**config.mk**
```make
export PLATFORM = sky130hd
export DESIGN_NAME = iopdir_xlate
export DESIGN_NICKNAME = d
export VERILOG_FILES = /design/src/rtl/iopdir_pkg.sv /design/src/rtl/iopdir_cfg_regs.sv /design/src/rtl/iopdir_window.sv /design/src/rtl/iopdir_xlate.sv
export SDC_FILE = /design/constraint.sdc
export NUM_CORES = 1
export LEC_CHECK = 0
export BUFFER_PORTS_ARGS = -buffer_cell sky130_fd_sc_hd__buf_2
export CAP_MARGIN = 10
export CORE_AREA = 2 2 219 221
export CTS_CLUSTER_SIZE = 8
export DETAILED_ROUTE_END_ITERATION = 8
export DIE_AREA = 0 0 221 223
export GPL_ROUTABILITY_DRIVEN = 0
export SYNTH_ARGS = -nofsm -noshare
export SYNTH_HDL_FRONTEND = slang
export SYNTH_SLANG_ARGS = --single-unit
```
**constraint.sdc**
```tcl
create_clock -name clk -period 11.9 [get_ports clk]
set_input_delay 2.38 -clock clk [delete_from_list [all_inputs] [get_ports clk]]
set_output_delay 2.38 -clock clk [all_outputs]
set_load 0.1 [all_outputs]
```
**src/rtl/iopdir_pkg.sv**
```systemverilog
package iopdir_pkg;

    localparam int unsigned ADDR_W     = 64;
    localparam int unsigned LOW_W      = 32;
    localparam int unsigned SEXT_W     = 4;

    typedef logic [ADDR_W-1:0] addr_t;

    localparam addr_t VALID_BIT = addr_t'(1) << (ADDR_W - 1);

    localparam logic [11:0] OFS_BASE = 12'h300;
    localparam logic [11:0] OFS_MASK = 12'h308;
    localparam logic [11:0] OFS_DIR  = 12'h320;

    typedef enum logic [0:0] {
        ST_IDLE = 1'b0,
        ST_WAIT = 1'b1
    } xl_state_e;

    typedef struct packed {
        addr_t base;
        addr_t mask;
        addr_t dir;
    } cfg_regs_t;

    typedef struct packed {
        xl_state_e st;
        logic      mem_req;
        addr_t     mem_addr;
        logic      rsp_valid;
        addr_t     rsp_addr;
        logic      rsp_ok;
    } xl_regs_t;

endpackage

```
**src/rtl/iopdir_cfg_regs.sv**
```systemverilog
module iopdir_cfg_regs
    import iopdir_pkg::*;
#(
    parameter int unsigned CFG_AW    = 18,
    parameter int unsigned ALIAS_BIT = 17
) (
    input  logic              clk,
    input  logic              rst_n,
    input  logic              cfg_we,
    input  logic [CFG_AW-1:0] cfg_addr,
    input  addr_t             cfg_wdata,
    output addr_t             base_q,
    output addr_t             mask_q,
    output addr_t             dir_q
);

    localparam logic [CFG_AW-1:0] ALIAS_CLR = ~(CFG_AW'(1) << ALIAS_BIT);
    localparam logic [CFG_AW-1:0] A_BASE    = CFG_AW'(OFS_BASE);
    localparam logic [CFG_AW-1:0] A_MASK    = CFG_AW'(OFS_MASK);
    localparam logic [CFG_AW-1:0] A_DIR     = CFG_AW'(OFS_DIR);

    cfg_regs_t         r_d, r_q;
    logic [CFG_AW-1:0] ofs;

    assign ofs = cfg_addr & ALIAS_CLR;

    always_comb begin
        r_d = r_q;
        if (cfg_we) begin
            if (ofs == A_BASE) r_d.base = cfg_wdata;
            if (ofs == A_MASK) r_d.mask = cfg_wdata;
            if (ofs == A_DIR)  r_d.dir  = cfg_wdata;
        end
    end

    always_ff @(posedge clk) begin
        if (!rst_n) r_q <= '0;
        else        r_q <= r_d;
    end

    assign base_q = r_q.base;
    assign mask_q = r_q.mask;
    assign dir_q  = r_q.dir;

endmodule

```
**src/rtl/iopdir_window.sv**
```systemverilog
module iopdir_window
    import iopdir_pkg::*;
#(
    parameter int unsigned PAGE_SHIFT  = 12,
    parameter int unsigned ENTRY_SHIFT = 3
) (
    input  addr_t req_addr,
    input  addr_t base,
    input  addr_t mask,
    input  addr_t dir,
    output logic  win_hit,
    output addr_t entry_addr,
    output addr_t default_addr
);

    localparam addr_t PAGE_KEEP = ~((addr_t'(1) << PAGE_SHIFT) - addr_t'(1));
    localparam addr_t EN_CLR    = ~addr_t'(1);

    addr_t page;
    logic  below_4g;
    logic  top_region;

    assign page       = req_addr & PAGE_KEEP;
    assign win_hit    = base[0] && ((page & mask) == (base & EN_CLR));
    assign entry_addr = dir + ((page >> PAGE_SHIFT) << ENTRY_SHIFT);

    assign below_4g   = (page[ADDR_W-1:LOW_W] == '0);
    assign top_region = &page[LOW_W-1:LOW_W-SEXT_W];

    always_comb begin
        if (below_4g && top_region)
            default_addr = {{(ADDR_W-LOW_W){1'b1}}, page[LOW_W-1:0]};
        else
            default_addr = page;
    end

endmodule

```
**src/rtl/iopdir_xlate.sv**
```systemverilog
module iopdir_xlate
    import iopdir_pkg::*;
#(
    parameter int unsigned CFG_AW      = 18,
    parameter int unsigned ALIAS_BIT   = 17,
    parameter int unsigned PAGE_SHIFT  = 12,
    parameter int unsigned ENTRY_SHIFT = 3
) (
    input  logic              clk,
    input  logic              rst_n,
    input  logic              cfg_we,
    input  logic [CFG_AW-1:0] cfg_addr,
    input  logic [63:0]       cfg_wdata,
    input  logic              req_valid,
    input  logic [63:0]       req_addr,
    output logic              req_ready,
    output logic              mem_req,
    output logic [63:0]       mem_addr,
    input  logic              mem_rvalid,
    input  logic [63:0]       mem_rdata,
    output logic              rsp_valid,
    output logic [63:0]       rsp_addr,
    output logic              rsp_ok
);

    localparam addr_t LOW_MASK   = (addr_t'(1) << PAGE_SHIFT) - addr_t'(1);
    localparam addr_t ENTRY_KEEP = ~(VALID_BIT | LOW_MASK);

    addr_t    base_q, mask_q, dir_q;
    logic     win_hit;
    addr_t    entry_addr, default_addr;
    xl_regs_t x_d, x_q;

    iopdir_cfg_regs #(
        .CFG_AW    (CFG_AW),
        .ALIAS_BIT (ALIAS_BIT)
    ) u_cfg (
        .clk       (clk),
        .rst_n     (rst_n),
        .cfg_we    (cfg_we),
        .cfg_addr  (cfg_addr),
        .cfg_wdata (cfg_wdata),
        .base_q    (base_q),
        .mask_q    (mask_q),
        .dir_q     (dir_q)
    );

    iopdir_window #(
        .PAGE_SHIFT  (PAGE_SHIFT),
        .ENTRY_SHIFT (ENTRY_SHIFT)
    ) u_win (
        .req_addr     (req_addr),
        .base         (base_q),
        .mask         (mask_q),
        .dir          (dir_q),
        .win_hit      (win_hit),
        .entry_addr   (entry_addr),
        .default_addr (default_addr)
    );

    always_comb begin
        x_d           = x_q;
        x_d.mem_req   = 1'b0;
        x_d.rsp_valid = 1'b0;
        unique case (x_q.st)
            ST_IDLE: begin
                if (req_valid) begin
                    if (win_hit) begin
                        x_d.st       = ST_WAIT;
                        x_d.mem_req  = 1'b1;
                        x_d.mem_addr = entry_addr;
                    end else begin
                        x_d.rsp_valid = 1'b1;
                        x_d.rsp_addr  = default_addr;
                        x_d.rsp_ok    = 1'b1;
                    end
                end
            end
            ST_WAIT: begin
                if (mem_rvalid) begin
                    x_d.st        = ST_IDLE;
                    x_d.rsp_valid = 1'b1;
                    if ((mem_rdata & VALID_BIT) != '0) begin
                        x_d.rsp_addr = mem_rdata & ENTRY_KEEP;
                        x_d.rsp_ok   = 1'b1;
                    end else begin
                        x_d.rsp_addr = '0;
                        x_d.rsp_ok   = 1'b0;
                    end
                end
            end
            default: x_d.st = ST_IDLE;
        endcase
    end

    always_ff @(posedge clk) begin
        if (!rst_n) x_q <= '0;
        else        x_q <= x_d;
    end

    assign req_ready = (x_q.st == ST_IDLE);
    assign mem_req   = x_q.mem_req;
    assign mem_addr  = x_q.mem_addr;
    assign rsp_valid = x_q.rsp_valid;
    assign rsp_addr  = x_q.rsp_addr;
    assign rsp_ok    = x_q.rsp_ok;

endmodule

```
==> metrics, run 1 <==
outcome=complete, no violations; worst vdd ir=0.000101 V; DPL Wire Length=43,000 µm; most common library cell in the layout ignoring fill and taps=sky130_fd_sc_hd__nand2_1; fin crit share=0.498; Worst Setup Start Kind=input port; Mapped Area=0.0162 mm²; fraction of power spent switching nets=0.269; Inserted Clock Buffers=43; CTS resizes=0; CTS tree=yes; final worst hold slack=448 ps; residual antenna-violating net count after detailed routing=0; share of Yosys cell area claimed by the top area cell type=0.370; number of global-route vias before repair=14,719; count of distinct cell types in the synthesized netlist=69; kind of end point of the critical path=register; static leakage=7.55 nW; data required time at the worst endpoint=12,330 ps; origin of the worst min-delay path=mem_addr[17]$_SDFFE_PN0P_; Iter 0 DRT Violations=1,679; clock transition time at the flip-flop clock pins of the worst setup and hold paths=50 ps; port buffer count=309; number of fillers in the final layout=4,880; depth of the CTS H-tree=2; Setup Slack @ Placement=5470 ps; global-route total usage across every layer=0.226; Initial DRT Pass Iterations=6; worst setup path category=input port to register; Initial Util=0.344; biggest area contributors in the synthesized netlist=sky130_fd_sc_hd__dfxtp_1 37%, sky130_fd_sc_hd__nand2_1 15%, sky130_fd_sc_hd__a21oi_1 11%, sky130_fd_sc_hd__buf_4 5.9%, sky130_fd_sc_hd__ha_1 4.0%; insertion delay to the later sink of the worst-skew pair=540 ps; synthesized netlist cell count=2,228; max-cap violations=0; Clock Root Buffer=sky130_fd_sc_hd__clkbuf_16; non-filler cells in the finished layout=2,976; Post-synth EDFFs=0; total negative slack=0 ps; PnR Total Power=2.37 mW; count of unresolved DRC violations after routing=0; Vias=15,979; Clock Power Share=0.458; Post-Route Skew=14.8 ps; maximum number of pins on one net before global-route repair=187; count of pins over their slew limit=0; net switching power of the design=640 µW; Chip Width=221 µm; number of top-level design ports=347; commonest cells after routing, fill and taps aside=637 x sky130_fd_sc_hd__nand2_1, 347 x sky130_fd_sc_hd__a21oi_1, 309 x sky130_fd_sc_hd__buf_2, 300 x sky130_fd_sc_hd__dfxtp_1, 119 x sky130_fd_sc_hd__nor2_1; Die Span Y=223 µm; first-pass GRT wire length=87,200 µm; total wire length after detailed routing=58,300 µm; TritonCTS sink count=300; floorplan die area=0.0493 mm²; peak fanout along the critical path=4; hold buffers post-CTS=0; net count reported at finish=2,616; Final setup violation count=0; most used flip-flop cell after synthesis=sky130_fd_sc_hd__dfxtp_1; Critical path origin=req_addr[12]; number of synthesized register bits=300; Longest Clk Path Bufs=3; Async SR Flop Fraction=0; RSZ-0062 raised after global routing=no; antenna violations before repair=19; Multi-input gate area=0.00875 mm²; class of the worst hold path=register to register; leftover overflow at the end of global routing=0; number of post-CTS setup repair buffers=0; Fin. Hold Viols=0; data arrival time of the critical path=6350 ps; proportion of synthesized chip area in sequential cells=0.370; placeable core region=0.0471 mm²; largest area contributor in the netlist=sky130_fd_sc_hd__dfxtp_1; relative slew slack=0.249; slew at the pin closest to its max-slew limit=1130 ps; Synth-to-Final Area Change=13.6%; worst path setup slack after routing=5980 ps; origin of the critical flop-to-flop path=u_cfg.dir_q[3]$_SDFFE_PN0P_; P_int=1.73 mW; FMAX=169 MHz; via/cell ratio=5.37; layout cell share with drive strength beyond 1=0.166; number of standard-cell rows in the floorplan=80; mean cell area of the mapped netlist=7.28 µm²; total power divided by cell area=129 mW/mm²; final critical-path required period=5920 ps; dpl cells=2,918; routed length per instance=19.6 µm; count of warnings emitted by yosys=0; part of the power in registers=0.431; register area=0.00601 mm²; combinational power share=0.111
==> worst max-delay path, cell delays in order <==
cell	delay, ps
sky130_fd_sc_hd__buf_2	150
sky130_fd_sc_hd__ha_1	250
sky130_fd_sc_hd__fa_1	430
sky130_fd_sc_hd__a211oi_1	430
sky130_fd_sc_hd__nor4_1	120
sky130_fd_sc_hd__a211oi_1	530
sky130_fd_sc_hd__o311ai_1	310
sky130_fd_sc_hd__a31oi_1	460
sky130_fd_sc_hd__o31ai_2	160
sky130_fd_sc_hd__a31oi_1	400
sky130_fd_sc_hd__o21ai_1	200
sky130_fd_sc_hd__nor4b_1	190
sky130_fd_sc_hd__a311o_1	330
==> through the flow <==
| step | instance area (µm²) | utilization |
|---|---|---|
| 2_1_floorplan | 16300 | - |
| 3_3_place_gp | 17300 | 0.366 |
| 3_5_place_dp | 17300 | 0.366 |
| 4_1_cts | 18400 | 0.390 |
| 5_1_grt | 18400 | 0.391 |
| 6_report | 18400 | 0.391 |
==> final cells by class <==
class,instances,share of cell area
multi-input combinational,1657,0.475
sequential,300,0.326
timing repair buffer,322,0.0892
clock buffer,46,0.0613
tap,615,0.0418
inverter,24,0.00530
antenna,11,0.00149
clock inverter,1,0.000272
==> state kept, by name (all words and copies together), names as in the netlist <==
register      cells
mem_addr         64
u_cfg.base_q     64
u_cfg.dir_q      64
rsp_addr         52
u_cfg.mask_q     52
mem_req           1
rsp_ok            1
rsp_valid         1
x_q               1
==> cell usage after synthesis (all sizes together), types with 4 or more instances <==
| master | number |
|---|---|
| a31oi | 45 |
| nor2 | 120 |
| ha | 52 |
| a211oi | 10 |
| dfxtp | 300 |
| mux2i | 5 |
| clkbuf | 118 |
| o22ai | 7 |
| nand2b | 8 |
| buf | 140 |
| and3 | 17 |
| nor2b | 5 |
| a21oi | 347 |
| or4 | 6 |
| nor4b | 4 |
| nand3 | 20 |
| a21boi | 13 |
| nand4 | 31 |
| nand2 | 639 |
| xor2 | 39 |
| xnor2 | 33 |
| inv | 24 |
| nor3 | 21 |
| nor4 | 26 |
| nor3b | 4 |
| and3b | 5 |
| or2 | 4 |
| o31ai | 7 |
| o21bai | 8 |
| or3 | 6 |
| a21o | 38 |
| a2111oi | 8 |
| a311o | 4 |
| o211ai | 10 |
| o21ai | 63 |
==> layer usage <==
layer / global-route usage / up-vias / part of all wire
met2: 0.346 / 704 / 0.44
met1: 0.308 / 7385 / 0.44
met5: 0 / - / 0.0016
li1: - / 7735 / -
met3: 0.0468 / 139 / 0.080
met4: 0.0931 / 16 / 0.036
==> power groups by stage <==
stage	Sequential (mW)	Clock (mW)	Combinational, mW
floorplan	1.04	0	0.185
global placement	1.04	0	0.259
detailed placement	1.04	0	0.261
CTS	1.02	1.11	0.262
global route	1.02	1.15	0.278
finish	1.02	1.09	0.264
==> final timing paths <==
kind / to / slack [ps] / depth (start not counted)
setup / recovery: mem_addr[55]$_SDFFE_PN0P_ / 5980 / 13
hold / removal: mem_addr[17]$_SDFFE_PN0P_ / 450 / 2
setup reg to reg: mem_addr[55]$_SDFFE_PN0P_ / 7700 / 12
hold reg to reg: mem_addr[17]$_SDFFE_PN0P_ / 450 / 2
==> logic make-up (layout without fill, tap and decap cells) <==
| kind of cell | count (synthesis) | after routing | share of synthesized area |
|---|---|---|---|
| AO/OA/AOI/OAI | 587 | 587 | 0.209 |
| XOR/XNOR | 72 | 72 | 0.0389 |
| adder cells (fa/ha/maj) | 53 | 53 | 0.0413 |
| buffers and inverters | 282 | 393 | 0.0956 |
| flip-flops | 300 | 300 | 0.370 |
| multiplexers | 6 | 6 | 0.00378 |
| other | 1 | 23 | 0.000231 |
| AND/OR/NAND/NOR | 927 | 927 | 0.241 |
(Power assumes the default switching activity.)
==> run 2, diff against run 1 <==
==> constraint.sdc (replaced) <==
create_clock -name clk -period 6.1 [get_ports clk]
set_input_delay 1.22 -clock clk [delete_from_list [all_inputs] [get_ports clk]]
set_output_delay 1.22 -clock clk [all_outputs]
set_load 0.1 [all_outputs]
==> run 2 against run 1 <==
  * Worst setup slack lost 4800 ps
  * First-iteration DRC count down 4.1%
  * Largest power group unchanged
  * Clock power increased by 91%
  * Critical path type unchanged
  * Core utilization about the same
  * Register-to-register slack lost 5900 ps
  * Die area unchanged
==> metrics, run 2 (synthesized netlist as in run 1, its figures left out) <==
net count reported at finish=2,618 (+0.076%); routed length per instance=19.7 µm (+0.58%); antenna violations before repair=19 (unchanged); Post-Route Skew=26.2 ps (+11.4 ps); peak fanout along the critical path=4 (unchanged); via/cell ratio=5.41 (+0.70%); Inserted Clock Buffers=43 (unchanged); global-route total usage across every layer=0.227 (+0.00123); Initial DRT Pass Iterations=6 (unchanged); static leakage=7.55 nW (about the same); worst setup path category=input port to register; clock transition time at the flip-flop clock pins of the worst setup and hold paths=50 ps (about the same); dpl cells=2,920 (+0.069%); placeable core region=0.0471 mm² (unchanged); count of unresolved DRC violations after routing=0 (unchanged); worst stage delay on the critical path=580 ps (+50 ps); data arrival time of the critical path=5300 ps (-1050 ps); port buffer count=309 (unchanged); Fin. Hold Viols=0 (unchanged); crit path cell chain=buf_2, ha_1, fa_1, a211oi_1, nor4_1, a211oi_1, o311ai_1, a31oi_1, o31ai_2, a31oi_1, o21ai_1, nor4b_1, a311o_1; FMAX=205 MHz; leftover overflow at the end of global routing=0 (unchanged); Cell Area, Placed=0.0173 mm² (about the same); Longest Clk Path Bufs=3 (unchanged); most common library cell in the layout ignoring fill and taps=sky130_fd_sc_hd__nand2_1; DPL Wire Length=43,500 µm (+0.95%); Vias=16,096 (+0.73%); hold buffers post-CTS=0 (unchanged); depth of the CTS H-tree=2 (unchanged); total wire length after detailed routing=58,600 µm (+0.61%); class of the worst hold path=register to register; Clock Root Buffer=sky130_fd_sc_hd__clkbuf_16; residual antenna-violating net count after detailed routing=0 (unchanged); total negative slack=0 ps (unchanged); slew at the pin closest to its max-slew limit=1030 ps (-101 ps); fin crit share=0.799; floorplan die area=0.0493 mm² (unchanged); worst vdd ir=0.000171 V (+69%); Synth-to-Final Area Change=13.5% (about the same); outcome=complete, no violations; number of post-CTS setup repair buffers=0 (unchanged); CTS resizes=0 (unchanged); max-cap violations=0 (unchanged); kind of end point of the critical path=register; number of standard-cell rows in the floorplan=80 (unchanged); relative slew slack=0.316 (+0.0673); Worst Setup Start Kind=input port; worst path setup slack after routing=1230 ps (-4750 ps); number of fillers in the final layout=4,944 (+1.3%); RSZ-0062 raised after global routing=no; maximum number of pins on one net before global-route repair=117 (-37%); insertion delay to the later sink of the worst-skew pair=550 ps (about the same); Iter 0 DRT Violations=1,610 (-4.1%); TritonCTS sink count=300 (unchanged); Chip Width=221 µm (unchanged); count of pins over their slew limit=0 (unchanged); number of top-level design ports=347 (unchanged); post-route cell area=0.0184 mm² (about the same); first-pass GRT wire length=88,200 µm (+1.1%); utilization of the core after routing=0.390 (about the same); CTS tree=yes; data required time at the worst endpoint=6520 ps (-5810 ps); number of global-route vias before repair=14,911 (+1.3%); Multi-input gate area=0.00875 mm² (unchanged); CP max-delay cell=sky130_fd_sc_hd__a211oi_1; Initial Util=0.344 (unchanged); layout cell share with drive strength beyond 1=0.166 (+0.000284); total power divided by cell area=250 mW/mm² (+94%); non-filler cells in the finished layout=2,977 (+0.034%); Die Span Y=223 µm (unchanged); Final setup violation count=0 (unchanged); register area=0.00601 mm² (unchanged); Setup Slack @ Placement=813 ps (-4660 ps); final critical-path required period=4870 ps; commonest cells after routing, fill and taps aside=637 x sky130_fd_sc_hd__nand2_1, 347 x sky130_fd_sc_hd__a21oi_1, 309 x sky130_fd_sc_hd__buf_2, 300 x sky130_fd_sc_hd__dfxtp_1, 119 x sky130_fd_sc_hd__nor2_1
-- run 2: cell type report --
class	instances	area share
flip-flops and latches	300	0.326
well taps	615	0.0418
clock buffers	46	0.0596
multi-input cells	1657	0.475
diodes	10	0.00136
clock inverters	1	0.000476
inverters	24	0.00530
repair buffers	324	0.0901
-- run 2: power by group --
part           internal (mW)  switching [mW]
clock network           1.25           0.834
logic                  0.115           0.401
registers               1.99          0.0103
total                   3.35            1.25
-- run 2: routing by layer --
metal,part of all wire,wire length [µm],GRT usage,up-vias
met3,0.075,4410,0.0458,144
met4,0.035,2050,0.0881,18
met1,0.44,26000,0.311,7512
met5,0.0018,104,0,-
met2,0.44,26000,0.350,697
li1,-,-,-,7725
-- run 2: worst paths after layout --
kind                          startpoint                         to  slack [ps]  cells after the start
min reg2reg    mem_addr[35]$_SDFFE_PN0P_  mem_addr[35]$_SDFFE_PN0P_         450                      2
max                         req_addr[12]  mem_addr[55]$_SDFFE_PN0P_        1230                     13
min            mem_addr[35]$_SDFFE_PN0P_  mem_addr[35]$_SDFFE_PN0P_         450                      2
max reg2reg  u_cfg.dir_q[3]$_SDFFE_PN0P_  mem_addr[55]$_SDFFE_PN0P_        1760                     12
-- run 2: critical path: cells and delay by family --
kind / cells / cell delay, ps
simple gates: 2 / 320
compound gates: 8 / 2940
fa+ha+maj: 2 / 670
buf+inv: 1 / 140
-- run 2: metrics by stage --
step	power (mW)	hold WS (ps)
2_1_floorplan	2.40	426
3_3_place_gp	2.54	438
3_5_place_dp	2.54	444
4_1_cts	4.63	449
5_1_grt	4.74	464
6_report	4.59	446
==> run 3, diff against run 2 <==
--- a/config.mk
+++ b/config.mk
@@ -5,12 +5,13 @@
 export SDC_FILE = /design/constraint.sdc
 export NUM_CORES = 1
 export LEC_CHECK = 0
+export ABC_AREA = 1
 export BUFFER_PORTS_ARGS = -buffer_cell sky130_fd_sc_hd__buf_2
 export CAP_MARGIN = 10
-export CORE_AREA = 2 2 219 221
+export CORE_AREA = 2 2 237 239
 export CTS_CLUSTER_SIZE = 8
 export DETAILED_ROUTE_END_ITERATION = 8
-export DIE_AREA = 0 0 221 223
+export DIE_AREA = 0 0 239 241
 export GPL_ROUTABILITY_DRIVEN = 0
 export SYNTH_ARGS = -nofsm -noshare
 export SYNTH_HDL_FRONTEND = slang
==> constraint.sdc (replaced) <==
create_clock -name clk -period 5 [get_ports clk]
set_input_delay 1 -clock clk [delete_from_list [all_inputs] [get_ports clk]]
set_output_delay 1 -clock clk [all_outputs]
set_load 0.1 [all_outputs]
==> run 3 against run 2 <==
  * Via count rose by 22%
  * Clock skew fell by 2.9 ps
  * Final area rose by 17%
  * Cell count rose by 34%
  * Combinational power rose by 30%
  * Power rose by 27%
  * Hold slack got worse by 2.8 ps
  * Largest power group unchanged
  * Highest routed layer unchanged
==> metrics, run 3 <==
worst vdd ir=0.000187 V (+9.4%); synth cell count leaders=840 x sky130_fd_sc_hd__nand2_1, 464 x sky130_fd_sc_hd__inv_1, 304 x sky130_fd_sc_hd__nor2_1; port buffer count=309 (unchanged); top routing layer used=met5; number of synthesized register bits=300 (unchanged); total wire length after detailed routing=69,800 µm (+19%); most used flip-flop cell after synthesis=sky130_fd_sc_hd__dfxtp_1; total negative slack=0 ps (unchanged); slew at the pin closest to its max-slew limit=1010 ps (-15.1 ps); insertion delay to the later sink of the worst-skew pair=580 ps (+30 ps); most used standard cell by instance count after synthesis=sky130_fd_sc_hd__nand2_1; Critical path origin=req_addr[12]; proportion of synthesized chip area in sequential cells=0.314 (-0.0561); data required time at the worst endpoint=5460 ps (-1060 ps); antenna violations before repair=15 (-4); outcome=complete, no violations; number of cells on the worst reg-to-reg path=13 (+1); count of distinct cell types in the synthesized netlist=41 (-41%); TritonCTS sink count=300 (unchanged); commonest cells after routing, fill and taps aside=836 x sky130_fd_sc_hd__nand2_1, 464 x sky130_fd_sc_hd__inv_1, 308 x sky130_fd_sc_hd__buf_2, 304 x sky130_fd_sc_hd__nor2_1, 300 x sky130_fd_sc_hd__dfxtp_1; total power divided by cell area=270 mW/mm² (+8.1%); relative slew slack=0.326 (+0.0101); data arrival time of the critical path=3290 ps (-2010 ps); first-pass GRT wire length=106,000 µm (+21%); Chip Width=239 µm (+8.1%); clock transition time at the flip-flop clock pins of the worst setup and hold paths=50 ps (about the same); placeable core region=0.0549 mm² (+16%); Clock Root Buffer=sky130_fd_sc_hd__clkbuf_16; mean cell area of the mapped netlist=6.13 µm² (-16%); Die Span Y=241 µm (+8.1%); worst setup path category=input port to register; Post-synth EDFFs=0 (unchanged); CTS resizes=0 (unchanged); origin of the critical flop-to-flop path=u_cfg.base_q[5]$_SDFFE_PN0P_; Worst Setup Start Kind=input port; Final setup violation count=0 (unchanged); layout cell share with drive strength beyond 1=0.124 (-0.0421); global-route total usage across every layer=0.240 (+0.0126); Inserted Clock Buffers=44 (+2.3%); fin crit share=0.565; leftover overflow at the end of global routing=0 (unchanged); peak fanout along the critical path=4 (unchanged); Initial Util=0.348 (+0.00430); routed length per instance=17.5 µm (-11%); reg-to-reg slack, setup=2430 ps (+670 ps); number of post-CTS setup repair buffers=0 (unchanged); Iter 0 DRT Violations=1,519 (-5.7%); most common library cell in the layout ignoring fill and taps=sky130_fd_sc_hd__nand2_1; Initial DRT Pass Iterations=5 (-1); maximum number of pins on one net before global-route repair=105 (-10%); via/cell ratio=4.93 (-8.9%); number of standard-cell rows in the floorplan=86 (+7.5%); residual antenna-violating net count after detailed routing=0 (unchanged); biggest area contributors in the synthesized netlist=sky130_fd_sc_hd__dfxtp_1 31%, sky130_fd_sc_hd__nand2_1 16%, sky130_fd_sc_hd__inv_1 9.1%, sky130_fd_sc_hd__a21oi_1 6.0%, sky130_fd_sc_hd__nor2_1 6.0%; DPL Wire Length=53,300 µm (+23%); Vias=19,594 (+22%); PnR Total Power=5.82 mW (+27%); Reg-to-Reg End=mem_addr[34]$_SDFFE_PN0P_; Cell Area, Placed=0.0204 mm² (+18%); kind of end point of the critical path=register; static leakage=10.9 nW (+45%); synthesized netlist cell count=3,119 (+40%); count of warnings emitted by yosys=0 (unchanged); RSZ-0062 raised after global routing=no; Detail Route met3 WL=4460 µm (+1.1%); number of global-route vias before repair=18,340 (+23%); Mapped Area=0.0191 mm² (+18%); count of pins over their slew limit=0 (unchanged); M1 wire length=31,400 µm (+21%); net count reported at finish=3,527 (+35%); count of unresolved DRC violations after routing=0 (unchanged); largest area contributor in the netlist=sky130_fd_sc_hd__dfxtp_1; depth of the CTS H-tree=2 (unchanged); max-cap violations=0 (unchanged); final worst hold slack=444 ps (-2.75 ps); share of Yosys cell area claimed by the top area cell type=0.314 (-0.0561); crit path capture=mem_addr[41]$_SDFFE_PN0P_; final critical-path required period=2830 ps; FMAX=354 MHz; CTS tree=yes; Post-Route Skew=23.3 ps (-2.85 ps); total met2 wirelength after detailed routing=30,800 µm (+18%); Longest Clk Path Bufs=3 (unchanged); Synth-to-Final Area Change=12.8%; class of the worst hold path=register to register; floorplan die area=0.0576 mm² (+17%); Fin. Hold Viols=0 (unchanged); post-route cell area=0.0216 mm² (+17%); hold buffers post-CTS=0 (unchanged); Async SR Flop Fraction=0 (unchanged); number of top-level design ports=347 (unchanged)
[run 3: changes by cell type in the layout (fill, tap and decap cells not counted), sizes merged, moves of 115 or more]
cell,change
a21oi,-119
inv,+446
nand2,+204
nand3,+203
nor2,+186
o21ai,+115
[run 3: cell type report]
class,count,area [µm²]
clock inverter,4,27.5
antenna,7,17.5
tap,704,881
fill,6118,33300
clock buffer,49,1160
timing repair buffer,334,1760
sequential,300,6010
multi-input combinational,2109,9950
inverter,470,1770
[run 3: worst min path at each step]
stage | depth (start not counted) | end | from | slack (ps)
2_1_floorplan | 2 | mem_addr[5]$_SDFFE_PN0P_ | mem_addr[5]$_SDFFE_PN0P_ | 420
3_3_place_gp | 2 | mem_addr[5]$_SDFFE_PN0P_ | mem_addr[5]$_SDFFE_PN0P_ | 430
3_5_place_dp | 2 | mem_addr[5]$_SDFFE_PN0P_ | mem_addr[5]$_SDFFE_PN0P_ | 440
4_1_cts | 2 | mem_addr[5]$_SDFFE_PN0P_ | mem_addr[5]$_SDFFE_PN0P_ | 440
5_1_grt | 2 | u_cfg.dir_q[46]$_SDFFE_PN0P_ | u_cfg.dir_q[46]$_SDFFE_PN0P_ | 460
6_report | 2 | mem_addr[5]$_SDFFE_PN0P_ | mem_addr[5]$_SDFFE_PN0P_ | 440
[run 3: logic make-up (layout without fill, tap and decap cells)]
group                      Yosys count  in the layout  synth area share
adders and majority gates           53             53            0.0351
buffers and inverters              721            857             0.170
AOI/OAI and AO/OA                  425            425             0.114
xor gates and xnor gates            29             29            0.0133
other                                1             19          0.000196
and+or+nand+nor                   1590           1590             0.354
DFF                                300            300             0.314
[run 3: power breakdown]
group	internal, mW	total, mW	leakage, nW	switching, mW
combinational	0.149	0.671	7.89	0.522
sequential	2.42	2.43	2.43	0.0113
clock	1.61	2.72	0.588	1.11
[run 3: through the flow]
| step | worst slack (ps) | util | instances |
|---|---|---|---|
| after detailed placement | 1510 | 0.371 | 3917 |
| after global routing | 1980 | 0.393 | 3977 |
| final | 2170 | 0.393 | 3977 |
| after CTS | 2120 | 0.393 | 3970 |
| after floorplan | 2330 | - | 3130 |
| after global placement | 1500 | 0.371 | 3917 |
[run 3: routing by layer]
metal,up-vias,global-route usage
met1,8777,0.319
met2,631,0.380
li1,10012,-
met5,-,0
met4,12,0.104
met3,162,0.0431
[run 3: critical path, cell delays in order]
cell,delay [ps]
sky130_fd_sc_hd__buf_2,180
sky130_fd_sc_hd__ha_1,270
sky130_fd_sc_hd__fa_1,450
sky130_fd_sc_hd__nand3_1,110
sky130_fd_sc_hd__nand3_1,160
sky130_fd_sc_hd__nand2_1,110
sky130_fd_sc_hd__nand2_1,110
sky130_fd_sc_hd__nand4_1,110
sky130_fd_sc_hd__nand3_1,220
sky130_fd_sc_hd__nand2_1,160
sky130_fd_sc_hd__nand2_1,60
sky130_fd_sc_hd__nand2_1,60
sky130_fd_sc_hd__nand3_1,130
sky130_fd_sc_hd__nand2_1,120
sky130_fd_sc_hd__inv_1,40
